### config.mk
export PLATFORM = sky130hd
export DESIGN_NAME = bitband_xlat
export DESIGN_NICKNAME = d
export VERILOG_FILES = /design/src/rtl/bb_pkg.sv /design/src/rtl/bb_decode.sv /design/src/rtl/bb_bitmerge.sv /design/src/rtl/bb_regfile.sv /design/src/rtl/bitband_xlat.sv
export SDC_FILE = /design/constraint.sdc
export NUM_CORES = 1
export LEC_CHECK = 0
export CAP_MARGIN = 0
export CORE_ASPECT_RATIO = 2
export CORE_MARGIN = 2
export CORE_UTILIZATION = 61
export CTS_CLUSTER_DIAMETER = 60
export DETAILED_ROUTE_END_ITERATION = 8
export PLACE_DENSITY_LB_ADDON = 0.2
export RECOVER_POWER = 25
export SYNTH_ARGS = -nofsm -noshare
export SYNTH_HDL_FRONTEND = slang
export SYNTH_HIERARCHICAL = 1
export SYNTH_SLANG_ARGS = --single-unit
### constraint.sdc
create_clock -name clk -period 3.87 [get_ports clk]
set_clock_uncertainty 0.05 [all_clocks]
set_input_delay 0.774 -clock clk [delete_from_list [all_inputs] [get_ports clk]]
set_output_delay 0.774 -clock clk [all_outputs]
set_load 0.02 [all_outputs]
### src/rtl/bb_pkg.sv
package bb_pkg;
    typedef enum logic [1:0] {
        ST_IDLE   = 2'd0,
        ST_RMW_RD = 2'd1,
        ST_RMW_WR = 2'd2
    } bb_state_e;
endpackage

### src/rtl/bb_decode.sv
// Splits a bus address into alias / plain and derives word and bit index.
module bb_decode #(
    parameter int          NWORDS     = 16,
    parameter logic [31:0] ALIAS_BASE = 32'h4200_0000
) (
    input  logic [31:0]                 addr,
    output logic                        is_alias,
    output logic [$clog2(NWORDS)-1:0]   word_idx,
    output logic [4:0]                  bit_idx
);
    localparam int          IDX_W = $clog2(NWORDS);
    localparam logic [31:0] SPAN  = 32'(NWORDS * 128);

    logic [31:0] off;

    assign off      = addr - ALIAS_BASE;
    assign is_alias = (addr >= ALIAS_BASE) && (off < SPAN);
    assign word_idx = is_alias ? off[IDX_W+6:7] : addr[IDX_W+1:2];
    assign bit_idx  = is_alias ? off[6:2] : 5'd0;
endmodule

### src/rtl/bb_bitmerge.sv
// Replaces one selected bit of a word with a new value.
module bb_bitmerge #(
    parameter int DATA_W = 32
) (
    input  logic [DATA_W-1:0]         din,
    input  logic [$clog2(DATA_W)-1:0] sel,
    input  logic                      val,
    output logic [DATA_W-1:0]         dout
);
    localparam int SEL_W = $clog2(DATA_W);

    for (genvar b = 0; b < DATA_W; b++) begin : g_bit
        assign dout[b] = (sel == SEL_W'(b)) ? val : din[b];
    end
endmodule

### src/rtl/bb_regfile.sv
// Target register file: one combinational read port, one write port.
module bb_regfile #(
    parameter int NWORDS = 16,
    parameter int DATA_W = 32
) (
    input  logic                      clk,
    input  logic                      rst_n,
    input  logic [$clog2(NWORDS)-1:0] rd_idx,
    output logic [DATA_W-1:0]         rd_data,
    input  logic                      wr_en,
    input  logic [$clog2(NWORDS)-1:0] wr_idx,
    input  logic [DATA_W-1:0]         wr_data
);
    logic [DATA_W-1:0] mem_d [NWORDS];
    logic [DATA_W-1:0] mem_q [NWORDS];

    always_comb begin
        mem_d = mem_q;
        if (wr_en) begin
            mem_d[wr_idx] = wr_data;
        end
    end

    always_ff @(posedge clk or negedge rst_n) begin
        if (!rst_n) begin
            for (int i = 0; i < NWORDS; i++) begin
                mem_q[i] <= '0;
            end
        end else begin
            mem_q <= mem_d;
        end
    end

    assign rd_data = mem_q[rd_idx];
endmodule

### src/rtl/bitband_xlat.sv
module bitband_xlat
    import bb_pkg::*;
#(
    parameter int          NWORDS     = 16,
    parameter logic [31:0] ALIAS_BASE = 32'h4200_0000
) (
    input  logic        clk,
    input  logic        rst_n,
    input  logic        req,
    input  logic        we,
    input  logic [31:0] addr,
    input  logic [31:0] wdata,
    output logic        ready,
    output logic [31:0] rdata
);
    localparam int DATA_W = 32;
    localparam int IDX_W  = $clog2(NWORDS);
    localparam int BIT_W  = $clog2(DATA_W);

    typedef struct packed {
        bb_state_e          st;
        logic               ready;
        logic [DATA_W-1:0]  rdata;
        logic [IDX_W-1:0]   idx;
        logic [BIT_W-1:0]   bitn;
        logic               bitval;
        logic [DATA_W-1:0]  hold;
    } regs_t;

    regs_t regs_d, regs_q;

    logic              dec_alias;
    logic [IDX_W-1:0]  dec_idx;
    logic [BIT_W-1:0]  dec_bit;
    logic [IDX_W-1:0]  rd_idx;
    logic [DATA_W-1:0] rd_word;
    logic              wr_en;
    logic [IDX_W-1:0]  wr_idx;
    logic [DATA_W-1:0] wr_data;
    logic [DATA_W-1:0] merged;
    logic              accept;
    bb_state_e         state_q;
    logic [DATA_W-1:0] hold_q;

    bb_decode #(.NWORDS(NWORDS), .ALIAS_BASE(ALIAS_BASE)) u_dec (
        .addr     (addr),
        .is_alias (dec_alias),
        .word_idx (dec_idx),
        .bit_idx  (dec_bit)
    );

    bb_regfile #(.NWORDS(NWORDS), .DATA_W(DATA_W)) u_rf (
        .clk     (clk),
        .rst_n   (rst_n),
        .rd_idx  (rd_idx),
        .rd_data (rd_word),
        .wr_en   (wr_en),
        .wr_idx  (wr_idx),
        .wr_data (wr_data)
    );

    bb_bitmerge #(.DATA_W(DATA_W)) u_merge (
        .din  (regs_q.hold),
        .sel  (regs_q.bitn),
        .val  (regs_q.bitval),
        .dout (merged)
    );

    assign state_q = regs_q.st;
    assign hold_q  = regs_q.hold;
    assign accept  = req && (regs_q.st == ST_IDLE) && !regs_q.ready;

    always_comb begin
        regs_d       = regs_q;
        regs_d.ready = 1'b0;
        regs_d.rdata = '0;
        rd_idx       = (regs_q.st == ST_RMW_RD) ? regs_q.idx : dec_idx;
        wr_en        = 1'b0;
        wr_idx       = dec_idx;
        wr_data      = wdata;
        unique case (regs_q.st)
            ST_IDLE: begin
                if (accept) begin
                    if (dec_alias && we) begin
                        regs_d.st     = ST_RMW_RD;
                        regs_d.idx    = dec_idx;
                        regs_d.bitn   = dec_bit;
                        regs_d.bitval = wdata[0];
                    end else if (dec_alias) begin
                        regs_d.ready = 1'b1;
                        regs_d.rdata = {{(DATA_W-1){1'b0}}, rd_word[dec_bit]};
                    end else begin
                        regs_d.ready = 1'b1;
                        if (we) begin
                            wr_en = 1'b1;
                        end else begin
                            regs_d.rdata = rd_word;
                        end
                    end
                end
            end
            ST_RMW_RD: begin
                regs_d.hold = rd_word;
                regs_d.st   = ST_RMW_WR;
            end
            ST_RMW_WR: begin
                wr_en        = 1'b1;
                wr_idx       = regs_q.idx;
                wr_data      = merged;
                regs_d.st    = ST_IDLE;
                regs_d.ready = 1'b1;
            end
            default: regs_d.st = ST_IDLE;
        endcase
    end

    always_ff @(posedge clk or negedge rst_n) begin
        if (!rst_n) begin
            regs_q <= '{st: ST_IDLE, ready: 1'b0, rdata: '0, idx: '0,
                        bitn: '0, bitval: 1'b0, hold: '0};
        end else begin
            regs_q <= regs_d;
        end
    end

    assign ready = regs_q.ready;
    assign rdata = regs_q.rdata;
endmodule

### Word-level counts from Yosys, hierarchy flattened

Cells that the tools add are included.

| operators by class | value |
|---|---|
| $add $sub $neg | 1 |
| $mul | 0 |
| div/mod/pow operators | 0 |
| magnitude comparators | 6 |
| equal/unequal tests | 35 |
| shift-type cells | 0 |
| muxes and demuxes | 59 |
| bitwise operators | 2 |
| reduce and logical (&&, ||, !) cells | 10 |

Operator list:

| cell | count |
|---|---|
| $bwmux 512 | 1 |
| $mux 32 | 6 |
| $bmux 32 s4 | 1 |
| $demux 32 s4 | 1 |
| $eq 5x5->1 const B | 16 |
| $mux 45 | 1 |
| $mux 42 | 1 |
| $eq 5x4->1 const B | 8 |
| $mux 1 | 37 |
| $mux 33 | 1 |
| $ge 32x31->1 const B | 1 |
| $lt 32x12->1 const B | 1 |
| $sub 32x31->32 const B | 1 |
| $eq 5x3->1 const B | 4 |
| $mux 4 | 3 |
| $eq 5x2->1 const B | 2 |
| $ge 5x5->1 const B | 2 |
| $mux 10 | 1 |
| $not 4->5 | 2 |
| $lt 5x6->1 const B | 1 |
| $bmux 1 s5 | 1 |
| $eq 5x1->1 const B | 1 |
| $logic_and 1x1->1 | 5 |
| $logic_not 5->1 | 1 |
| other kinds (13) | 14 |

| word-level totals | value |
|---|---|
| bits in registers | 589 |
| bits in latches | 0 |
| RAM bits | 0 |
| memory bits (read-only) | 0 |
| input bits | 68 |
| output and inout port bits | 33 |
| word-level logic and storage cells | 136 |
| memories kept | 0 |

### Logic depth before layout (Yosys ltp)

| logic depth | value |
|---|---|
| depth in word-level cells | 15 |
| mapped depth | 16 |
| mapped depth without buffers | 14 |

### Cells and area by module

Netlist, hierarchy kept.

By module, submodules not included:

| module | times used | cells an instance | area an instance (µm²) | seq. area each (µm²) |
|---|---|---|---|---|
| bb_regfile | 1 | 1404 | 22774.3 | 12812.3 |
| bitband_xlat | 1 | 276 | 3753.6 | 1926.8 |
| bb_bitmerge | 1 | 83 | 630.6 | 0.0 |
| bb_decode | 1 | 25 | 198.9 | 0.0 |

### Worst setup path before layout

No wires, ideal clock.

| timing | value |
|---|---|
| path type | input -> register |
| from | input port addr[25] |
| to | register regs_q[42], in the netlist rdata[0] |
| data arrival time | 4.996 ns |
| required time | 3.683 ns |
| setup slack | -1.313 ns |
| stages on the path | 16 |
| path buffers | 2 |
| cell sequence | inv_1 > ha_1 > or4b_1 > a221o_1 > nor4_4 > mux2_2 > mux2_2 > buf_2 > buf_2 > mux4_2 > a22oi_1 > nand2_1 > mux4_1 > mux2_2 > o221ai_1 > nor4_1 |

RTL lines:

| item | RTL line | source |
|---|---|---|
| from (decl) | bitband_xlat.sv:11 | `input logic [31:0] addr,` |
| to (signal assigned) | bitband_xlat.sv:119 | `regs_q <= '{st: ST_IDLE, ready: 1'b0, rdata: '0, idx: '0,` |
| to (signal assigned) | bitband_xlat.sv:122 | `regs_q <= regs_d;` |
| to (decl) | bitband_xlat.sv:30 | `regs_t regs_d, regs_q;` |

==> flow_summary.ini <==
[sta]
hold_viol_final = 0
final.setup.worst_slack_ps = -844
period_needed_ps = 4710
setup_viol = 248
slew_headroom_pct = -33.0
whs_ps = 453
clock.fmax_mhz = 212
final-max-slew-violation-count = 68
period_share_pct = 122
worst_pin_slew_ps = 2000
rsz0062_at_grt = yes

[setup_path]
path_common_cell = mux2_4
max_stage_delay_ps = 550
arrival_ps = 5120
criticalPathCategory = input pin to flop
start_kind = input pin
critPathSlowestCell = mux4_2
endpoint_kind = flop
cp_max_fo = 6
path_buf_inv = 4
crit_required_ps = 4280
crit_chain = buf_8, inv_8, ha_4, or4b_1, a221o_1, nor4_4, buf_4, mux2_4, mux2_4, buf_6, mux4_2, a22oi_2, nand2_2, mux4_2, mux2_4, nor3_4, nor4_1
path_delay_family = multiplexers

[final_layout]
multi_input_area_mm2 = 0.0124
syn2layout_area_growth_pct = 20.9
fill_cells = 2665
seqCellArea_mm2 = 0.0147
utilization_pct = 74.8
instances_no_fill = 2558
drive_above_1_share_pct = 58.4
finalNetCount = 2030
antenna_cells = 0

[die]
io_pins = 101
die_w_um = 154
dieArea_mm2 = 0.0467
num_rows = 109
die_height_um = 303
initial_core_util_pct = 61.9
core_area_mm2 = 0.0442

[synthesis]
synthArstFlopShare_pct = 100
yosysWarnings = 6
yosysMostFrequentCell = mux2_2
ys_seq_elements = 589
ys_seq_area_share_pct = 53.9
synth_edf_count = 0
syn_inst = 1788
synthTopCellsByCount = mux2_2, dfrtp_1, mux4_2, buf_2, clkbuf_1
netlist_area_mm2 = 0.0274
synth.net_count = 1857
synth_top_area_share_pct = 53.9
synthFlopType = dfrtp_1
synth_top_area_cell = dfrtp_1
netlist_top_cells_area = dfrtp_1, mux2_2, mux4_2
synth_area_per_cell_um2 = 15.3
yosysUniqueCellTypes = 42

[clock_network]
numCtsBuffers = 51
htreeDepth = 2
cts.reportedPaths.clkPinSlew_ps = 60
holdBufCountCts = 0
clock_latency_ps = 600
cts-root-buf = clkbuf_16
clk_path_buf_depth = 3
cts.sinks = 589
cts_tree = built

[placed_design]
pre_cts_slack_ps = -2250
gp_congestion = 0.882
dp_cells = 2424
hpwl_um = 49400
io_buffer_count = 98

[power_and_ir_drop]
p_switching_w = 0.00395
switching_share_pct = 25.4
power.density_mw_per_mm2 = 471
clkPwrFrac_pct = 33.8
static-leakage-power_nw = 15.0
p_int_w = 0.0116
p_comb_share_pct = 17.7
ir_worst_vdd_mv = 0.464
sequentialPowerShare_pct = 48.5

[route]
vias_per_cell = 6.62
ant_nets = 0
dr_total_vias = 16900
wl_um = 79300
routedWlPerCell_um = 31.0
drt_iter0_drc = 1138
dr.pass1.iters = 5
drc_errors = 0

[global_route]
grt_pass1_vias = 18400
grt_usage_pct = 33.8
grt_max_degree = 108
antenna_found_initial = 0
grt-ovfl-total = 0
grt_pass1_wl_um = 116000

[status]
failed_checks = max-capacitance violations, max-slew violations, negative setup slack
outcome = finished, violations left

[flow_run]
cap_violations = 1

[worst_hold_path]
hold_class = flop to flop
cells in the final DEF, fill, tap and decap left out, types with 26 or more instances in the layout:
master / Yosys / layout
dfrtp_1: 589 / 589
mux2_2: 610 / 586
mux4_2: 129 / 134
buf_4: 32 / 98
clkdlybuf4s50_1: 0 / 92
clkbuf_16: 0 / 58
a22oi_2: 0 / 51
buf_6: 2 / 44
buf_12: 0 / 36
mux2_4: 3 / 27
nand2_2: 0 / 26
cells by family (layout without fill, tap and decap cells):
group                      Yosys count  after routing  synth area share, %
buffers and inverters              188            402                 3.41
AOI/OAI and AO/OA                   70             70                 1.92
DFF                                589            589                 53.9
muxes                              770            771                 37.4
adders and majority gates            1              1               0.0457
and+or+nand+nor                    170            170                 3.39
layout make-up:
type | count | area share [%]
clock buffers | 78 | 4.72
repair buffers | 301 | 10.4
multi-input cells | 1012 | 37.5
inverters | 6 | 0.106
flip-flops and latches | 589 | 44.6
clock inverters | 17 | 0.511
well taps | 555 | 2.10
per-layer routing:
metal  track usage, %  part of all wire [%]
met1             37.9                    34
met2             59.9                    52
met3             3.43                   4.4
met4             24.7                   9.5
met5                0                     0
path summary, 6_finish.rpt:
check                          startpoint         endpoint  slack, ps  cells after the start
max                              addr[26]         rdata[0]       -840                     17
min                        u_rf/mem_q[53]   u_rf/mem_q[53]        450                      1
max reg2reg                    state_q[1]         rdata[0]        320                     10
min reg2reg                u_rf/mem_q[53]   u_rf/mem_q[53]        450                      1
max in group asynchronous           rst_n  u_rf/mem_q[163]        780                      2
min in group asynchronous           rst_n  u_rf/mem_q[208]        680                      1
metrics by stage:
stage / instance area, um2 / total power (W) / setup TNS (ps)
finish: 33100 / 0.0156 / -19890
floorplan: 27600 / 0.00907 / -235150
global route: 33100 / 0.0161 / -69380
global placement: 30000 / 0.00993 / -656910
detailed placement: 30000 / 0.0101 / -668500
CTS: 32400 / 0.0155 / -6030
power by group through the flow:
stage	Clock (W)	Combinational (W)	Sequential, W
floorplan	0	0.00162	0.00745
global placement	0	0.00236	0.00757
detailed placement	0	0.00244	0.00764
CTS	0.00533	0.00259	0.00754
global route	0.00557	0.00290	0.00765
finish	0.00526	0.00276	0.00756
sequential cells by signal, summed over array words and instances, names as in the netlist:
signal,cells
state_q,2
hold_q,32
ready,1
regs_q,10
rdata,32
u_rf/mem_q,512
what timing repair did:
action                     CTS  global route
setup endpoints to repair  576           317
pin swaps                   28            37
gates resized for setup    106           127
setup buffers               15            25
gates cloned                11             6
(Power assumes the default switching activity.)
